### src/rtl/irq_seq_pkg.sv
package irq_seq_pkg;

  typedef enum logic [3:0] {
    ST_IDLE, ST_ACK, ST_PSH_F, ST_PSH_CS, ST_PSH_IP,
    ST_RD_OFF, ST_RD_SEG, ST_LOAD,
    ST_POP_IP, ST_POP_CS, ST_POP_F, ST_POP_END
  } seq_st_e;

  // order of the values 1..6 is the acceptance priority, highest first
  typedef enum logic [2:0] {
    SRC_NONE, SRC_EXC, SRC_STEP, SRC_NMI, SRC_OVR, SRC_EXT, SRC_SWI
  } src_e;

  localparam int IF_BIT = 9;
  localparam int TF_BIT = 8;

endpackage

### src/rtl/irq_pri_sel.sv
module irq_pri_sel
  import irq_seq_pkg::*;
#(
  parameter int VW = 8,
  parameter logic [(1<<VW)-1:0] RETRY_MASK = 'h3DE1,
  parameter logic [VW-1:0] STEP_VEC = 1,
  parameter logic [VW-1:0] NMI_VEC  = 2,
  parameter logic [VW-1:0] OVR_VEC  = 9
) (
  input  logic          exc_req,
  input  logic [VW-1:0] exc_vec,
  input  logic          trap_en,
  input  logic          nmi_req,
  input  logic          ovr_req,
  input  logic          ext_req,
  input  logic          ext_en,
  input  logic          swi_req,
  input  logic [VW-1:0] swi_vec,
  output src_e          src,
  output logic [VW-1:0] vec,
  output logic          use_cur
);

  localparam int NSRC = 6;

  logic [NSRC-1:0] req;
  logic [VW-1:0]   vtab [NSRC];

  // index 0 is the highest priority
  assign req = {swi_req, ext_req & ext_en, ovr_req, nmi_req, trap_en, exc_req};

  always_comb begin
    vtab[0] = exc_vec;
    vtab[1] = STEP_VEC;
    vtab[2] = NMI_VEC;
    vtab[3] = OVR_VEC;
    vtab[4] = '0;       // supplied during acknowledge
    vtab[5] = swi_vec;
  end

  always_comb begin
    src = SRC_NONE;
    vec = '0;
    for (int i = NSRC - 1; i >= 0; i--) begin
      if (req[i]) begin
        src = src_e'(3'(i + 1));
        vec = vtab[i];
      end
    end
  end

  assign use_cur = (src == SRC_EXC) && RETRY_MASK[exc_vec];

endmodule

### src/rtl/irq_addr_gen.sv
module irq_addr_gen
  import irq_seq_pkg::*;
#(
  parameter int AW = 20,
  parameter int DW = 16,
  parameter int VW = 8
) (
  input  seq_st_e       state,
  input  logic [DW-1:0] ss,
  input  logic [DW-1:0] sp,
  input  logic [VW-1:0] vec,
  output logic [AW-1:0] addr
);

  logic [AW-1:0] base;
  logic [DW-1:0] sp_ofs;
  logic [AW-1:0] tbl;

  assign base = AW'({ss, 4'h0});
  assign tbl  = AW'({vec, 2'b00});

  always_comb begin
    unique case (state)
      ST_PSH_F, ST_PSH_CS, ST_PSH_IP: sp_ofs = sp - DW'(2);
      ST_POP_CS:                      sp_ofs = sp + DW'(2);
      ST_POP_F:                       sp_ofs = sp + DW'(4);
      default:                        sp_ofs = sp;
    endcase
  end

  always_comb begin
    unique case (state)
      ST_RD_OFF: addr = tbl;
      ST_RD_SEG: addr = tbl + AW'(2);
      default:   addr = base + AW'(sp_ofs);
    endcase
  end

endmodule

### src/rtl/irq_entry_seq.sv
module irq_entry_seq
  import irq_seq_pkg::*;
#(
  parameter int AW = 20,
  parameter int DW = 16,
  parameter int VW = 8,
  parameter logic [DW-1:0] FLAGS_RST = 16'h0002
) (
  input  logic          clk,
  input  logic          rst_n,
  input  logic          instr_done,
  input  logic [DW-1:0] next_ip,
  input  logic          iret_req,
  input  logic          wr_en,
  input  logic [DW-1:0] wr_flags,
  input  logic [DW-1:0] wr_cs,
  input  logic [DW-1:0] wr_ip,
  input  logic [DW-1:0] wr_sp,
  input  logic [DW-1:0] ss_i,
  input  logic          exc_req,
  input  logic [VW-1:0] exc_vec,
  input  logic          nmi_req,
  input  logic          ovr_req,
  input  logic          intr_req,
  input  logic [VW-1:0] intr_vec,
  input  logic          swi_req,
  input  logic [VW-1:0] swi_vec,
  output logic          inta,
  output logic          busy,
  output logic          mem_req,
  output logic          mem_we,
  output logic [AW-1:0] mem_addr,
  output logic [DW-1:0] mem_wdata,
  input  logic [DW-1:0] mem_rdata,
  output logic [DW-1:0] flags_o,
  output logic [DW-1:0] cs_o,
  output logic [DW-1:0] ip_o,
  output logic [DW-1:0] sp_o
);

  seq_st_e       state, state_n;
  logic [DW-1:0] flags, flags_n;
  logic [DW-1:0] cs, cs_n;
  logic [DW-1:0] ip, ip_n;
  logic [DW-1:0] sp, sp_n;
  logic [DW-1:0] ret_q, ret_n;
  logic [DW-1:0] off_q, off_n;
  logic [VW-1:0] vec_q, vec_n;

  src_e          sel_src;
  logic [VW-1:0] sel_vec;
  logic          sel_cur;

  irq_pri_sel #(.VW(VW)) u_pri (
    .exc_req (exc_req),
    .exc_vec (exc_vec),
    .trap_en (flags[TF_BIT]),
    .nmi_req (nmi_req),
    .ovr_req (ovr_req),
    .ext_req (intr_req),
    .ext_en  (flags[IF_BIT]),
    .swi_req (swi_req),
    .swi_vec (swi_vec),
    .src     (sel_src),
    .vec     (sel_vec),
    .use_cur (sel_cur)
  );

  irq_addr_gen #(.AW(AW), .DW(DW), .VW(VW)) u_addr (
    .state (state),
    .ss    (ss_i),
    .sp    (sp),
    .vec   (vec_q),
    .addr  (mem_addr)
  );

  // next-state logic
  always_comb begin
    state_n   = state;
    flags_n   = flags;
    cs_n      = cs;
    ip_n      = ip;
    sp_n      = sp;
    ret_n     = ret_q;
    off_n     = off_q;
    vec_n     = vec_q;
    mem_req   = 1'b0;
    mem_we    = 1'b0;
    mem_wdata = '0;
    unique case (state)
      ST_IDLE: begin
        if (instr_done) begin
          if (sel_src == SRC_NONE) begin
            ip_n = next_ip;
          end else begin
            vec_n   = sel_vec;
            ret_n   = sel_cur ? ip : next_ip;
            state_n = (sel_src == SRC_EXT) ? ST_ACK : ST_PSH_F;
          end
        end else if (iret_req) begin
          state_n = ST_POP_IP;
        end else if (wr_en) begin
          flags_n = wr_flags;
          cs_n    = wr_cs;
          ip_n    = wr_ip;
          sp_n    = wr_sp;
        end
      end
      ST_ACK: begin
        vec_n   = intr_vec;
        state_n = ST_PSH_F;
      end
      ST_PSH_F: begin
        mem_req   = 1'b1;
        mem_we    = 1'b1;
        mem_wdata = flags;
        sp_n      = sp - DW'(2);
        flags_n[IF_BIT] = 1'b0;
        flags_n[TF_BIT] = 1'b0;
        state_n   = ST_PSH_CS;
      end
      ST_PSH_CS: begin
        mem_req   = 1'b1;
        mem_we    = 1'b1;
        mem_wdata = cs;
        sp_n      = sp - DW'(2);
        state_n   = ST_PSH_IP;
      end
      ST_PSH_IP: begin
        mem_req   = 1'b1;
        mem_we    = 1'b1;
        mem_wdata = ret_q;
        sp_n      = sp - DW'(2);
        state_n   = ST_RD_OFF;
      end
      ST_RD_OFF: begin
        mem_req = 1'b1;
        state_n = ST_RD_SEG;
      end
      ST_RD_SEG: begin
        mem_req = 1'b1;
        off_n   = mem_rdata;
        state_n = ST_LOAD;
      end
      ST_LOAD: begin
        ip_n    = off_q;
        cs_n    = mem_rdata;
        state_n = ST_IDLE;
      end
      ST_POP_IP: begin
        mem_req = 1'b1;
        state_n = ST_POP_CS;
      end
      ST_POP_CS: begin
        mem_req = 1'b1;
        ip_n    = mem_rdata;
        state_n = ST_POP_F;
      end
      ST_POP_F: begin
        mem_req = 1'b1;
        cs_n    = mem_rdata;
        state_n = ST_POP_END;
      end
      ST_POP_END: begin
        flags_n = mem_rdata;
        sp_n    = sp + DW'(6);
        state_n = ST_IDLE;
      end
      default: state_n = ST_IDLE;
    endcase
  end

  // registers
  always_ff @(posedge clk or negedge rst_n) begin
    if (!rst_n) begin
      state <= ST_IDLE;
      flags <= FLAGS_RST;
      cs    <= '0;
      ip    <= '0;
      sp    <= '0;
      ret_q <= '0;
      off_q <= '0;
      vec_q <= '0;
    end else begin
      state <= state_n;
      flags <= flags_n;
      cs    <= cs_n;
      ip    <= ip_n;
      sp    <= sp_n;
      ret_q <= ret_n;
      off_q <= off_n;
      vec_q <= vec_n;
    end
  end

  assign busy    = (state != ST_IDLE);
  assign inta    = (state == ST_ACK);
  assign flags_o = flags;
  assign cs_o    = cs;
  assign ip_o    = ip;
  assign sp_o    = sp;

endmodule

### config.mk
export PLATFORM = sky130hd
export DESIGN_NAME = irq_entry_seq
export DESIGN_NICKNAME = d
export VERILOG_FILES = /design/src/rtl/irq_seq_pkg.sv /design/src/rtl/irq_pri_sel.sv /design/src/rtl/irq_addr_gen.sv /design/src/rtl/irq_entry_seq.sv
export SDC_FILE = /design/constraint.sdc
export NUM_CORES = 1
export LEC_CHECK = 0
export BUFFER_PORTS_ARGS = -buffer_cell sky130_fd_sc_hd__buf_4
export CORE_MARGIN = 4
export CORE_UTILIZATION = 50
export DETAILED_ROUTE_END_ITERATION = 10
export GPL_ROUTABILITY_DRIVEN = 1
export PLACE_DENSITY = 0.85
export SYNTH_ARGS = -nofsm -noshare
export SYNTH_HDL_FRONTEND = slang
export SYNTH_SLANG_ARGS = --single-unit
### constraint.sdc
create_clock -name clk -period 10.1 [get_ports clk]
set_input_delay 0.505 -clock clk [delete_from_list [all_inputs] [get_ports clk]]
set_output_delay 0.505 -clock clk [all_outputs]
set_load 0.01 [all_outputs]
### Yosys cells after proc, flatten, opt, wreduce, memory -nomap -nowiden

Memories as Yosys holds them, arrays and structs flattened.
Cells that the tools add are included.

* register bits: 108
* ROM bits: 256
* input port bits: 146
* output and inout bits: 104
* word-level logic and storage cells: 109
* memories: 1

Memories
* (no name shown): depth 256, bits a word 1, rd ports 1, clocked after Yosys merged registers in 0, write ports 0, RTL line irq_pri_sel.sv:52 `assign use_cur = (src == SRC_EXC) && RETRY_MASK[exc_vec];`

* $add $sub $neg: 6
* order comparisons: 1
* equality and inequality tests: 23
* multiplexer cells: 46
* bitwise logic cells: 2
* reductions and logical operators: 21

Operators with widths (number)
* $mux 16: 14
* $pmux 16 s3: 4
* $mux 8: 8
* $pmux 20 s2: 1
* $pmux 4 s10: 1
* $add 16x3->16 const B: 2
* $pmux 16 s2: 1
* $pmux 8 s2: 2
* $add 20x16->20: 1
* $reduce_and 4->1: 5
* $mux 3: 6
* $add 16x2->16 const B: 1
* $eq 4x3->1 const B: 4
* $eq 4x4->1 const B: 4
* $sub 16x2->16 const B: 1
* $ne 3x3->1 const B: 5
* $mux 4: 3
* $pmux 6 s2: 1
* $add 10x2->11 const B: 1
* $ne 2x2->1 const B: 5
* $lt 8x9->1 const B: 1
* $reduce_bool 3->1: 3
* $eq 4x2->1 const B: 2
* $reduce_or 8->1: 1
* 17 further kinds: 22

### Depth between registers and ports, before layout

Gate-level depths: netlist of the first run.

* word-level depth: 11
* mapped depth: 15
* gate-level depth less buffers: 13

### Modules after synthesis

Synthesis of the first run repeated with hierarchy kept, for this count alone.

* cells, all modules: 956
* area total of the unflattened synthesis: 8380.5 µm²

By module, submodules not included
* irq_entry_seq: instances 1, cells an instance 638, area each 6129.6 µm², seq. area each 2703.8 µm²
* irq_addr_gen: instances 1, cells an instance 282, area each 2003.2 µm², seq. area each 0.0 µm²
* irq_pri_sel: instances 1, cells an instance 36, area each 247.7 µm², seq. area each 0.0 µm²

### Worst setup path before layout of the first run

OpenSTA, ideal clock, no wires.

* path type: register -> output
* from: register sp[2] (netlist: sp_o[2])
* to: output mem_addr[18]
* data arrival time: 3.651 ns
* required time: 9.595 ns
* slack: 5.944 ns
* cell stages (with the launch flop): 15
* buffers on the path: 2
* cells stage by stage: dfrtp_1 clkbuf_1 inv_1 ha_1 clkbuf_1 nor4b_1 nand4b_1 xnor2_1 a22o_1 a221o_1 ha_1 a21oi_1 o21ai_0 o211ai_1 mux2i_1

* cells in the longest elaborated chain, start to end: 4
* elaborated cells between the ends (all ways): 6
* those cells by class: add/sub: 4; mux: 2

Ends and longest elaborated chain
* start, declared: RTL line irq_entry_seq.sv:45 `logic [DW-1:0] sp, sp_n;`
* start signal, assigned: RTL line irq_entry_seq.sv:189 `sp <= sp_n;`
* $add 16x3->16, or another cell as far along: RTL line irq_addr_gen.sv:26 `ST_POP_F: sp_ofs = sp + DW'(4);`
* $pmux 16 s3 (*): RTL line irq_addr_gen.sv:23 `unique case (state)`
* $add 20x16->20 (*): RTL line irq_addr_gen.sv:35 `default: addr = base + AW'(sp_ofs);`
* $pmux 20 s2 (*): RTL line irq_addr_gen.sv:32 `unique case (state)`
* end, declared: RTL line irq_entry_seq.sv:32 `output logic [AW-1:0] mem_addr,`

Mark *: on every way between the ends. The rest lies on a longest branch, timed or not.

### Final worst setup path of the first run

* from: register state[3]
* to: output mem_addr[18]

* cells in the longest elaborated chain, start to end: 5
* elaborated cells between the ends (all ways): 11
* those cells by class: add/sub: 1; eq/ne: 7; mux: 2; reduce/logical: 1

Ends and longest elaborated chain
* start, declared: RTL line irq_entry_seq.sv:41 `seq_st_e state, state_n;`
* start signal, assigned: RTL line irq_entry_seq.sv:185 `state <= state_n;`
* $eq 4x2->1 / $eq 4x3->1 (equally long branches): RTL line irq_addr_gen.sv:23
* $reduce_or 3->1 (no line)
* $pmux 16 s3: RTL line irq_addr_gen.sv:23
* $add 20x16->20: RTL line irq_addr_gen.sv:35
* $pmux 20 s2 (*): RTL line irq_addr_gen.sv:32

Marked as above.

==> results_tabular.tex, run 1 <==
\begin{tabular}{lr}
\hline
Metric & Value \\
\hline
\multicolumn{2}{l}{\textbf{Timing}} \\
\quad Setup repair after global routing missed its margin & false \\
\quad Final Max Slew Viols & 0 \\
\quad Worst Slack Setup Final & about 4.7 ns \\
\quad Maximum frequency from static timing analysis & about 190 MHz \\
\quad Final number of setup-violating endpoints & 0 \\
\quad Worst clock skew & 0.0111 ns \\
\quad Worst Hold Slack & about 0.075 ns \\
\quad Fin. Hold Viols & 0 \\
\quad Post-route clock period utilization & between 50\% and 60\% \\
\quad Relative slew slack & between 10\% and 20\% \\
\quad Final-layout setup total negative slack & 0 ns \\
\quad Final period demand of the worst path & about 5.4 ns \\
\quad Least-Margin Pin Slew & 1.20 ns \\
\multicolumn{2}{l}{\textbf{Routing}} \\
\quad Mean routed wirelength per cell & 20.9 um \\
\quad Pre-antenna DRT Iters & 6 \\
\quad Via count normalized by instance count & $\sim$6.2 \\
\quad Vias post-DR & $\sim$8500 \\
\quad 1st-iter DRT viols & roughly 660 \\
\quad Total detailed-routing wirelength & roughly 29000 um \\
\quad Antenna violation net count after detailed routing & 0 \\
\quad Number of DRC violations after detailed routing & 0 \\
\multicolumn{2}{l}{\textbf{Synthesis}} \\
\quad Synth Area in Compound Gates & 24.1\% \\
\quad Yosys warning total & 0 \\
\quad Main combinational cell family by area after synthesis & compound AO/OA/AOI/OAI gates \\
\quad Synthesized instance count & roughly 960 \\
\quad Post-Syn Nets & approximately 1100 \\
\quad Synth Register Bits & approximately 110 \\
\quad Share of synthesized registers carrying an async set or reset & between 90\% and 100\% \\
\quad Multiplexer fraction of the synthesized cell area & between 10\% and 20\% \\
\quad Synth Area in Adders & under 10\% \\
\quad EDFF count, synth & 0 \\
\quad Cell area after synthesis & 8080 um2 \\
\quad Sequential cell area fraction in the yosys report & between 30 and 40\% \\
\quad Synth Area per Inst & 8.44 um2 \\
\quad Distinct cell type count of the synthesized netlist & between 70 and 80 \\
\quad Share of the synthesized netlist area taken by xor and xnor gates & 1.95\% \\
\quad Simple-gate portion of the synthesized area & 18.9\% \\
\quad Commonest register cell after synthesis & sky130\_fd\_sc\_hd\_\_dfrtp\_1 \\
\multicolumn{2}{l}{\textbf{Flow run}} \\
\quad Number of maximum-capacitance violations & 0 \\
\multicolumn{2}{l}{\textbf{Finish}} \\
\quad Layout overhead on the synthesized area & 27.1\% \\
\quad Most used cells in the layout excluding fill and tap cells & sky130\_fd\_sc\_hd\_\_buf\_4 (260), sky130\_fd\_sc\_hd\_\_nand2\_1 (114), sky130\_fd\_sc\_hd\_\_dfrtp\_1 (107) \\
\quad Most common cell after layout, fill and taps aside & sky130\_fd\_sc\_hd\_\_buf\_4 \\
\quad Summed area of non-filler cells in the final layout & approximately 10000 um2 \\
\quad Fin nets & between 1000 and 1500 \\
\quad Fraction of final layout cells with drive strength greater than 1 & 28.1\% \\
\quad Post-layout util & between 60\% and 70\% \\
\quad Number of antenna repair diodes & 0 \\
\multicolumn{2}{l}{\textbf{Placed design}} \\
\quad Routability congestion estimate from global placement & approximately 0.98 \\
\quad Worst setup slack after placement & about 5.2 ns \\
\quad Half-perimeter wire length after placement & roughly 21000 um \\
\quad Number of buffers inserted by port buffering & 249 \\
\quad Dpl cell area & about 10000 um2 \\
\multicolumn{2}{l}{\textbf{Pwr}} \\
\quad LEAKAGE & just under 5 nW \\
\quad Worst voltage drop across the vdd grid & 205 uV \\
\quad Total power density per cell area & 352 nW/um2 \\
\multicolumn{2}{l}{\textbf{Min path}} \\
\quad Type of the most critical hold path & in -> async \\
\multicolumn{2}{l}{\textbf{Floorplanning}} \\
\quad Core Region & approximately 16000 um2 \\
\quad Horizontal die dimension & about 140 um \\
\quad Cell Rows & 46 \\
\quad Area enclosed by the die boundary & around 18000 um2 \\
\quad Initial cell density of the core & $\sim$51\% \\
\quad Number of top-level pins & between 200 and 300 \\
\quad Chip Height & between 100 and 150 um \\
\multicolumn{2}{l}{\textbf{Setup path}} \\
\quad Reg2reg end & ip\_o[2] \\
\quad Signal arrival time at the worst endpoint & slightly below 5 ns \\
\quad CP Capture Type & primary output \\
\quad Count of cells along the worst register-to-register path & 5 \\
\quad Largest stage delay on the critical path & 1.00 ns \\
\quad Start point of the critical path & state[3] \\
\quad Register-to-Register Setup Slack & 6.59 ns \\
\quad Dominant delay contributor by cell family on the critical path & simple AND/OR/NAND/NOR gates \\
\quad Most frequent CP cell & sky130\_fd\_sc\_hd\_\_nor2\_1 \\
\quad Kind of launch point of the worst setup path & flop \\
\quad Critical-path top delay cell & sky130\_fd\_sc\_hd\_\_dfrtp\_1 \\
\quad Category of the most critical setup path & reg -> out \\
\quad CP Cell Sequence & nor3b\_2 -> nor2\_1 -> inv\_2 -> nand2\_1 -> o2111ai\_1 -> xnor2\_1 -> fa\_1 -> a211oi\_1 -> nor2\_1 -> o211a\_1 -> o211ai\_1 -> mux2i\_1 -> buf\_4 \\
\quad Worst R2R Start & state[3] \\
\quad Required time reported for the critical path endpoint & 9.60 ns \\
\quad Top fanout value on the critical path & 31 \\
\quad Combined buffer and inverter count along the critical path & 2 \\
\multicolumn{2}{l}{\textbf{Global routing}} \\
\quad Overall global routing resource usage & $\sim$31\% \\
\quad Largest net degree at the start of global routing & 79 \\
\quad Sum of overflow across all layers after global routing & 0 \\
\quad Global-route wire length before repair & 44500 um \\
\quad Number of antenna violations at the first check in global routing & 0 \\
\quad Via count of the first global-routing pass & roughly 8400 \\
\multicolumn{2}{l}{\textbf{Clock network}} \\
\quad Clock-pin slew on the worst setup and hold paths & 0.08 ns \\
\quad Quantity of gates resized following cts & 0 \\
\quad Number of levels the H-tree was split into & 3 \\
\quad Clock tree from TritonCTS & done \\
\quad Post CTS Setup Buffer Count & 0 \\
\quad Clk\_lat worst skew & $\sim$0.36 ns \\
\quad Master cell of the clock root buffer & sky130\_fd\_sc\_hd\_\_clkbuf\_16 \\
\quad Number of buffers created by CTS & 9 \\
\quad Clock tree sinks & $\sim$110 \\
\quad Largest buffer count on any clock path & 2 \\
\quad Hold buffers post-CTS & 0 \\
\multicolumn{2}{l}{\textbf{Run status}} \\
\quad Run status & finished, final reports clean \\
\hline
\end{tabular}
[registers in the layout, summed over array words and instances, names as in the netlist]
name,count
vec_q,8
cs_o,16
sp_o,16
state,4
ret_q,16
off_q,16
ip_o,16
flags_o,16
[how the worst max path moves through the flow]
| stage | end | depth (start not counted) |
|---|---|---|
| after floorplan | mem_addr[18] | 14 |
| after global placement | mem_addr[18] | 13 |
| after detailed placement | mem_addr[18] | 13 |
| after CTS | mem_addr[18] | 13 |
| after global routing | mem_addr[18] | 13 |
| final | mem_addr[18] | 13 |
[Yosys cell counts, types with 9 or more instances]
master	instances	area, um2
sky130_fd_sc_hd__o21ai_0	98	490
sky130_fd_sc_hd__nand3_1	18	90.1
sky130_fd_sc_hd__a21o_1	9	67.6
sky130_fd_sc_hd__a22oi_1	21	158
sky130_fd_sc_hd__a31oi_1	23	144
sky130_fd_sc_hd__a211oi_1	9	67.6
sky130_fd_sc_hd__ha_1	21	263
sky130_fd_sc_hd__dfrtp_1	107	2680
sky130_fd_sc_hd__mux2_4	10	150
sky130_fd_sc_hd__buf_2	20	100
sky130_fd_sc_hd__clkbuf_1	41	154
sky130_fd_sc_hd__nand4_1	13	81.3
sky130_fd_sc_hd__xnor2_1	12	105
sky130_fd_sc_hd__inv_1	26	97.6
sky130_fd_sc_hd__mux2i_1	56	561
sky130_fd_sc_hd__nor3_1	17	85.1
sky130_fd_sc_hd__a21oi_1	63	315
sky130_fd_sc_hd__nor2_1	76	285
sky130_fd_sc_hd__nand2_1	114	428
sky130_fd_sc_hd__mux2_2	24	270
sky130_fd_sc_hd__a222oi_1	17	170
[kinds of logic (layout without fill, tap and decap cells)]
group	after synthesis	after routing
buffers and inverters	105	305
multiplexers	90	90
adder cells (fa/ha/maj)	22	22
flip-flops	108	108
AND/OR/NAND/NOR	309	309
AO/OA/AOI/OAI	305	305
XOR/XNOR	18	18
[layer usage]
layer  part of all wire, %  wire length, um  track usage [%]  vias up
met2                    49            14200             52.9      443
li1                      -                -                -     3914
met1                    39            11100             37.6     4113
met4                   3.1              894             11.6        0
met3                   8.7             2510             6.41       68
met5                     0                0                0        -
[per-stage QoR]
step	power, W	instances
after floorplan	0.00231	957
after global placement	0.00316	1357
after detailed placement	0.00320	1357
after CTS	0.00360	1373
after global routing	0.00387	1373
final	0.00361	1373
[power by group]
part | internal, W | switching [W] | total [W] | leakage, nW
Clock | 0.000201 | 0.000191 | 0.000392 | 0.158
Sequential | 0.000650 | 0.000312 | 0.000962 | 1.28
Combinational | 0.00103 | 0.00124 | 0.00226 | 3.46
[final cells by class]
cell class / instances / area (um2)
sequential: 108 / 2700
clock inverter: 7 / 100
timing repair buffer: 260 / 1950
multi-input combinational: 744 / 4910
fill: 1405 / 5620
clock buffer: 9 / 225
tap: 216 / 270
inverter: 29 / 109
Note: power is estimated with default switching activity, not from simulation.
==> run 2: changes to the inputs <==
clock period = 5.29 ns   (was 10.1 ns; I/O delays follow)
==> run 2 against run 1 <==
The run now ends with negative hold slack left. Register-to-register slack got worse by 4.4 ns. Non-clock buffer count rose by 7. Total power grew 91%. Critical path depth did not move. Largest power group unchanged.
==> results_tabular.tex, run 2 (same netlist as run 1, synthesis figures left out) <==
\begin{tabular}{lr}
\hline
Metric & Value \\
\hline
\multicolumn{2}{l}{\textbf{Run status}} \\
\quad Run status & finished, violations left (was finished, final reports clean) \\
\quad Violated checks & negative hold slack \\
\multicolumn{2}{l}{\textbf{Routing}} \\
\quad Total detailed-routing wirelength & 28400 um (was 28700 um) \\
\quad Number of DRC violations after detailed routing & 0 (unchanged) \\
\quad Antenna violation net count after detailed routing & 0 (unchanged) \\
\quad Vias post-DR & 8523 (was 8538) \\
\quad Via count normalized by instance count & 6.18 (was 6.22) \\
\quad 1st-iter DRT viols & 747 (was 662) \\
\quad Mean routed wirelength per cell & 20.6 um (was 20.9 um) \\
\quad Pre-antenna DRT Iters & 6 (unchanged) \\
\multicolumn{2}{l}{\textbf{Setup path}} \\
\quad Critical-path top delay cell & sky130\_fd\_sc\_hd\_\_nor4b\_1 (was sky130\_fd\_sc\_hd\_\_dfrtp\_1) \\
\quad Start point of the critical path & sp\_o[2] (was state[3]) \\
\quad Dominant delay contributor by cell family on the critical path & compound AO/OA/AOI/OAI gates (was simple AND/OR/NAND/NOR gates) \\
\quad Combined buffer and inverter count along the critical path & 2 (unchanged) \\
\quad Largest stage delay on the critical path & 0.71 ns (was 1.00 ns) \\
\quad Category of the most critical setup path & reg -> out (unchanged) \\
\quad CP Capture Type & primary output (unchanged) \\
\quad Signal arrival time at the worst endpoint & 4.62 ns (was 4.85 ns) \\
\quad Most frequent CP cell & sky130\_fd\_sc\_hd\_\_ha\_1 (was sky130\_fd\_sc\_hd\_\_nor2\_1) \\
\quad Required time reported for the critical path endpoint & 5.03 ns (was 9.60 ns) \\
\quad Top fanout value on the critical path & 12 (was 31) \\
\quad Kind of launch point of the worst setup path & flop (unchanged) \\
\quad Worst R2R Start & state[0] (was state[3]) \\
\quad CP Cell Sequence & inv\_1 -> ha\_1 -> nor4b\_1 -> nand4b\_1 -> xnor2\_1 -> a22o\_1 -> a221o\_1 -> ha\_1 -> a21oi\_1 -> o21ai\_0 -> o211ai\_1 -> mux2i\_1 -> buf\_4 (was nor3b\_2 -> nor2\_1 -> inv\_2 -> nand2\_1 -> o2111ai\_1 -> xnor2\_1 -> fa\_1 -> a211oi\_1 -> nor2\_1 -> o211a\_1 -> o211ai\_1 -> mux2i\_1 -> buf\_4) \\
\multicolumn{2}{l}{\textbf{Timing}} \\
\quad Final number of setup-violating endpoints & 0 (unchanged) \\
\quad Worst clock skew & 0.0112 ns (was 0.0111 ns) \\
\quad Worst Hold Slack & -0.00485 ns (was 0.0746 ns) \\
\quad Relative slew slack & 16.7\% (was 19.7\%) \\
\quad Final period demand of the worst path & approximately 4.9 ns \\
\quad Least-Margin Pin Slew & 1.25 ns (was 1.20 ns) \\
\quad Setup repair after global routing missed its margin & false (unchanged) \\
\quad Final-layout setup total negative slack & 0 ns (unchanged) \\
\quad Maximum frequency from static timing analysis & roughly 200 MHz \\
\quad Post-route clock period utilization & between 90 and 100\% \\
\quad Fin. Hold Viols & 4 (was 0) \\
\quad Final Max Slew Viols & 0 (unchanged) \\
\multicolumn{2}{l}{\textbf{Clock network}} \\
\quad Largest buffer count on any clock path & 2 (unchanged) \\
\quad Clock tree sinks & 108 (unchanged) \\
\quad Clock tree from TritonCTS & done (unchanged) \\
\quad Post CTS Setup Buffer Count & 0 (unchanged) \\
\quad Master cell of the clock root buffer & sky130\_fd\_sc\_hd\_\_clkbuf\_16 (unchanged) \\
\quad Number of levels the H-tree was split into & 3 (unchanged) \\
\quad Clk\_lat worst skew & 0.36 ns (about the same) \\
\quad Number of buffers created by CTS & 9 (unchanged) \\
\quad Clock-pin slew on the worst setup and hold paths & 0.07 ns (was 0.08 ns) \\
\quad Quantity of gates resized following cts & 0 (unchanged) \\
\quad Hold buffers post-CTS & 0 (unchanged) \\
\multicolumn{2}{l}{\textbf{Pwr}} \\
\quad Worst voltage drop across the vdd grid & 307 uV (was 205 uV) \\
\quad Power, Total & 0.00689 W (was 0.00361 W) \\
\quad LEAKAGE & 4.93 nW (was 4.89 nW) \\
\quad Total power density per cell area & 668 nW/um2 (was 352 nW/um2) \\
\multicolumn{2}{l}{\textbf{Flow run}} \\
\quad Number of maximum-capacitance violations & 0 (unchanged) \\
\multicolumn{2}{l}{\textbf{Finish}} \\
\quad Post-layout util & 64.9\% (was 64.6\%) \\
\quad Layout overhead on the synthesized area & 27.6\% (was 27.1\%) \\
\quad Most common cell after layout, fill and taps aside & sky130\_fd\_sc\_hd\_\_buf\_4 (unchanged) \\
\quad Fraction of final layout cells with drive strength greater than 1 & 28.5\% (was 28.1\%) \\
\quad Most used cells in the layout excluding fill and tap cells & sky130\_fd\_sc\_hd\_\_buf\_4 (267), sky130\_fd\_sc\_hd\_\_nand2\_1 (114), sky130\_fd\_sc\_hd\_\_dfrtp\_1 (107) (was sky130\_fd\_sc\_hd\_\_buf\_4 (260), sky130\_fd\_sc\_hd\_\_nand2\_1 (114), sky130\_fd\_sc\_hd\_\_dfrtp\_1 (107)) \\
\quad Fin nets & 1327 (was 1320) \\
\quad Number of antenna repair diodes & 0 (unchanged) \\
\multicolumn{2}{l}{\textbf{Floorplanning}} \\
\quad Number of top-level pins & 250 (unchanged) \\
\quad Initial cell density of the core & 50.9\% (unchanged) \\
\quad Cell Rows & 46 (unchanged) \\
\quad Area enclosed by the die boundary & 18300 um2 (unchanged) \\
\quad Chip Height & 135 um (unchanged) \\
\quad Core Region & 15900 um2 (unchanged) \\
\quad Horizontal die dimension & 135 um (unchanged) \\
\multicolumn{2}{l}{\textbf{Global routing}} \\
\quad Via count of the first global-routing pass & 8559 (was 8435) \\
\quad Number of antenna violations at the first check in global routing & 0 (unchanged) \\
\quad Largest net degree at the start of global routing & 63 (was 79) \\
\quad Sum of overflow across all layers after global routing & 0 (unchanged) \\
\quad Overall global routing resource usage & 30.9\% (was 30.6\%) \\
\quad Global-route wire length before repair & 45100 um (was 44500 um) \\
\multicolumn{2}{l}{\textbf{Placed design}} \\
\quad Routability congestion estimate from global placement & 0.943 (was 0.984) \\
\quad Half-perimeter wire length after placement & 21300 um (about the same) \\
\quad Number of buffers inserted by port buffering & 249 (unchanged) \\
\multicolumn{2}{l}{\textbf{Min path}} \\
\quad Type of the most critical hold path & in -> async (unchanged) \\
\hline
\end{tabular}
-- run 2: cell types whose count changed in the layout (fill, tap and decap cells not counted) --
cell,change
sky130_fd_sc_hd__buf_4,+7
sky130_fd_sc_hd__inv_8,-1
sky130_fd_sc_hd__clkinv_8,-2
sky130_fd_sc_hd__clkbuf_8,+2
sky130_fd_sc_hd__clkinv_4,+1
-- run 2: where the power goes --
group	leakage, nW	internal [W]	switching [W]
Sequential	1.28	0.00124	0.000528
Clock	0.157	0.000399	0.000324
Combinational	3.50	0.00198	0.00242
-- run 2: per-stage QoR --
stage / worst slack [ns] / cells / cell area, um2
after floorplan: 1.37 / 957 / 8080
after global placement: 0.981 / 1364 / 10000
after detailed placement: 0.883 / 1364 / 10000
after CTS: 0.479 / 1380 / 10300
after global routing: 0.116 / 1380 / 10300
final: 0.408 / 1380 / 10300
-- run 2: path summary, 6_finish.rpt --
check                               end  slack, ns  depth (start not counted)
max                        mem_addr[18]       0.41                         13
min                            vec_q[6]     -0.005                          1
max reg2reg                     sp_o[4]       2.19                          7
min reg2reg                    vec_q[1]       0.48                          2
max in group asynchronous       ip_o[4]       4.17                          2
min in group clk             flags_o[1]       0.12                          3
-- run 2: final cells by class --
type / instances / area [um2]
clock inverters: 5 / 65.1
inverters: 29 / 109
fillers: 1361 / 5570
clock buffers: 11 / 253
multi-input cells: 744 / 4910
well taps: 216 / 270
repair buffers: 267 / 2000
flip-flops and latches: 108 / 2700
-- run 2: layer usage --
layer	vias up	global-route usage, %	part of all wire [%]
met1	4058	37.9	39
li1	3937	-	-
met2	451	52.5	49
met5	-	0	0
met4	0	13.2	4.0
met3	77	6.67	8.8
==> run 3: changes to the inputs <==
CELL_PAD_IN_SITES_DETAIL_PLACEMENT = 0   (was not set)
CELL_PAD_IN_SITES_GLOBAL_PLACEMENT = 1   (was not set)
CORE_ASPECT_RATIO = 1.5   (was not set)
CORE_UTILIZATION = 38   (was 50)
PLACE_DENSITY = 0.88   (was 0.85)
==> run 3 against run 2 <==
Sequential power about the same. Non-clock buffer count down 2. The run now ends clean. Largest cell class unchanged. Cell area up 0.73%. Critical path depth unchanged. Largest power group unchanged. Critical endpoint unchanged. Critical path type unchanged.
==> results_tabular.tex, run 3 (same netlist as run 1, synthesis figures left out) <==
\begin{tabular}{lr}
\hline
Metric & Value \\
\hline
\multicolumn{2}{l}{\textbf{Pwr}} \\
\quad Clock power frac & 11.3\% (was 10.5\%) \\
\quad Cell internal pwr & 0.00365 W (was 0.00362 W) \\
\quad LEAKAGE & 4.93 nW (about the same) \\
\quad Power, Total & 0.00693 W (was 0.00689 W) \\
\quad Sw frac & 47.4\% (was 47.5\%) \\
\quad Total power density per cell area & 667 nW/um2 (was 668 nW/um2) \\
\quad Proportion of power drawn by flip-flops and latches & 25.6\% (was 25.7\%) \\
\quad Combinational Power Share & 63.1\% (was 63.8\%) \\
\quad Power dissipated by switching net loads & 0.00329 W (was 0.00327 W) \\
\quad Worst voltage drop across the vdd grid & 273 uV (was 307 uV) \\
\multicolumn{2}{l}{\textbf{Placed design}} \\
\quad Half-perimeter wire length after placement & 23300 um (was 21300 um) \\
\quad Number of buffers inserted by port buffering & 249 (unchanged) \\
\quad Routability congestion estimate from global placement & 0.901 (was 0.943) \\
\quad Dpl cell area & 10000 um2 (about the same) \\
\multicolumn{2}{l}{\textbf{Global routing}} \\
\quad Global-route wire length before repair & 46500 um (was 45100 um) \\
\quad Met2 routing resource usage after global routing & 47.0\% (was 52.5\%) \\
\quad Overall global routing resource usage & 24.8\% (was 30.9\%) \\
\quad GR met1 Demand/Resource & 26.4\% (was 37.9\%) \\
\quad Number of antenna violations at the first check in global routing & 0 (unchanged) \\
\quad Grt met3 use & 3.15\% (was 6.67\%) \\
\quad Largest net degree at the start of global routing & 63 (unchanged) \\
\quad Sum of overflow across all layers after global routing & 0 (unchanged) \\
\quad Most heavily used metal layer in global routing & met2 (unchanged) \\
\quad Via count of the first global-routing pass & 8340 (was 8559) \\
\multicolumn{2}{l}{\textbf{Timing}} \\
\quad Worst Hold Slack & 0.0128 ns (was -0.00485 ns) \\
\quad Least-Margin Pin Slew & 1.29 ns (was 1.25 ns) \\
\quad Final-layout setup total negative slack & 0 ns (unchanged) \\
\quad Relative slew slack & 13.7\% (was 16.7\%) \\
\quad Final Max Slew Viols & 0 (unchanged) \\
\quad Maximum frequency from static timing analysis & 213 MHz (was 205 MHz) \\
\quad Final number of setup-violating endpoints & 0 (unchanged) \\
\quad Post-route clock period utilization & 88.7\% (was 92.3\%) \\
\quad Final period demand of the worst path & 4.69 ns (was 4.88 ns) \\
\quad Fin. Hold Viols & 0 (was 4) \\
\quad Worst clock skew & 0.0103 ns (was 0.0112 ns) \\
\quad Setup repair after global routing missed its margin & false (unchanged) \\
\multicolumn{2}{l}{\textbf{Clock network}} \\
\quad Clock-pin slew on the worst setup and hold paths & 0.08 ns (was 0.07 ns) \\
\quad Number of levels the H-tree was split into & 3 (unchanged) \\
\quad Quantity of gates resized following cts & 0 (unchanged) \\
\quad Clk\_lat worst skew & 0.35 ns (was 0.36 ns) \\
\quad Master cell of the clock root buffer & sky130\_fd\_sc\_hd\_\_clkbuf\_16 (unchanged) \\
\quad Largest buffer count on any clock path & 2 (unchanged) \\
\quad Post CTS Setup Buffer Count & 0 (unchanged) \\
\quad Clock tree sinks & 108 (unchanged) \\
\quad Clock tree from TritonCTS & done (unchanged) \\
\quad Number of buffers created by CTS & 9 (unchanged) \\
\quad Hold buffers post-CTS & 0 (unchanged) \\
\multicolumn{2}{l}{\textbf{Floorplanning}} \\
\quad Area enclosed by the die boundary & 23700 um2 (was 18300 um2) \\
\quad Initial cell density of the core & 38.5\% (was 50.9\%) \\
\quad Horizontal die dimension & 127 um (was 135 um) \\
\quad Number of top-level pins & 250 (unchanged) \\
\quad Chip Height & 187 um (was 135 um) \\
\quad Core Region & 21000 um2 (was 15900 um2) \\
\quad Cell Rows & 65 (was 46) \\
\multicolumn{2}{l}{\textbf{Finish}} \\
\quad Layout overhead on the synthesized area & 28.6\% (was 27.6\%) \\
\quad Most common cell after layout, fill and taps aside & sky130\_fd\_sc\_hd\_\_buf\_4 (unchanged) \\
\quad Summed area of non-filler cells in the final layout & 10400 um2 (was 10300 um2) \\
\quad Most used cells in the layout excluding fill and tap cells & sky130\_fd\_sc\_hd\_\_buf\_4 (265), sky130\_fd\_sc\_hd\_\_nand2\_1 (114), sky130\_fd\_sc\_hd\_\_dfrtp\_1 (107) (was sky130\_fd\_sc\_hd\_\_buf\_4 (267), sky130\_fd\_sc\_hd\_\_nand2\_1 (114), sky130\_fd\_sc\_hd\_\_dfrtp\_1 (107)) \\
\quad Number of antenna repair diodes & 0 (unchanged) \\
\quad Post-layout util & 49.5\% (was 64.9\%) \\
\quad Fin nets & 1325 (was 1327) \\
\quad Fraction of final layout cells with drive strength greater than 1 & 28.4\% (was 28.5\%) \\
\multicolumn{2}{l}{\textbf{Setup path}} \\
\quad Count of cells along the worst register-to-register path & 6 (was 7) \\
\quad Kind of launch point of the worst setup path & flop (unchanged) \\
\quad Worst R2R Start & state[0] (unchanged) \\
\quad Top fanout value on the critical path & 13 (was 12) \\
\quad Signal arrival time at the worst endpoint & 4.43 ns (was 4.62 ns) \\
\quad Category of the most critical setup path & reg -> out (unchanged) \\
\quad Required time reported for the critical path endpoint & 5.03 ns (about the same) \\
\quad Start point of the critical path & sp\_o[1] (was sp\_o[2]) \\
\quad CP Capture Type & primary output (unchanged) \\
\quad Register-to-Register Setup Slack & 2.24 ns (was 2.19 ns) \\
\quad Reg2reg end & sp\_o[4] (unchanged) \\
\multicolumn{2}{l}{\textbf{Min path}} \\
\quad Type of the most critical hold path & in -> async (unchanged) \\
\multicolumn{2}{l}{\textbf{Routing}} \\
\quad Mean routed wirelength per cell & 21.1 um (was 20.6 um) \\
\quad Total detailed-routing wirelength & 30200 um (was 28400 um) \\
\quad Via count normalized by instance count & 5.78 (was 6.18) \\
\quad Pre-antenna DRT Iters & 5 (was 6) \\
\quad 1st-iter DRT viols & 579 (was 747) \\
\quad Vias post-DR & 8261 (was 8523) \\
\quad Antenna violation net count after detailed routing & 0 (unchanged) \\
\quad Number of DRC violations after detailed routing & 0 (unchanged) \\
\multicolumn{2}{l}{\textbf{Flow run}} \\
\quad Number of maximum-capacitance violations & 0 (unchanged) \\
\multicolumn{2}{l}{\textbf{Run status}} \\
\quad Run status & finished, final reports clean (was finished, violations left) \\
\hline
\end{tabular}
==> run 3: cell count changes in the layout (fill, tap and decap cells not counted), sizes merged <==
cell,delta
buf,-2
clkbuf,-2
bufinv,+1
inv,+1
==> run 3: worst max path at each step <==
stage	end	slack, ns	depth (start not counted)
after floorplan	mem_addr[18]	1.37	14
after global placement	mem_addr[18]	1.11	13
after detailed placement	mem_addr[18]	1.10	13
after CTS	mem_addr[18]	0.68	13
after global routing	mem_addr[18]	0.25	14
final	mem_addr[18]	0.60	13
==> run 3: worst max-delay path, stage by stage (launching register included) <==
cell,delay (ns)
sky130_fd_sc_hd__dfrtp_1,0.54
sky130_fd_sc_hd__inv_1,0.17
sky130_fd_sc_hd__ha_1,0.36
sky130_fd_sc_hd__nor4b_1,0.65
sky130_fd_sc_hd__nand4b_1,0.20
sky130_fd_sc_hd__xnor2_1,0.19
sky130_fd_sc_hd__a22o_1,0.25
sky130_fd_sc_hd__a221o_1,0.31
sky130_fd_sc_hd__ha_1,0.33
sky130_fd_sc_hd__a21oi_1,0.28
sky130_fd_sc_hd__o21ai_0,0.20
sky130_fd_sc_hd__o211ai_1,0.24
sky130_fd_sc_hd__mux2i_1,0.20
sky130_fd_sc_hd__buf_4,0.14
==> run 3: metrics by stage <==
step                setup WS (ns)  instances
floorplan                    1.37        957
global placement             1.11       1414
detailed placement           1.10       1414
CTS                         0.685       1430
global route                0.248       1430
finish                      0.596       1430
==> run 3: cell type report <==
type                            count  area, um2
Clock buffer                        9        225
Timing Repair Buffer              265       1990
Fill cell                        2056      10600
Inverter                           29        109
Multi-Input combinational cell    744       4910
Sequential cell                   108       2700
Tap cell                          268        335
Clock inverter                      7        116
==> run 3: per-layer routing <==
metal,share of wire (%),routed length (um),up-vias
met3,5.2,1570,76
met2,54,16300,323
li1,-,-,3930
met1,35,10700,3932
met5,0,0,-
met4,5.3,1610,0
==> run 3: power by group through the flow <==
| stage | Sequential, W | Combinational (W) | Clock (W) |
|---|---|---|---|
| finish | 0.00177 | 0.00438 | 0.000785 |
| floorplan | 0.00161 | 0.00280 | 0 |
| CTS | 0.00176 | 0.00441 | 0.000800 |
| detailed placement | 0.00177 | 0.00440 | 0 |
| global route | 0.00183 | 0.00480 | 0.000831 |
| global placement | 0.00176 | 0.00436 | 0 |
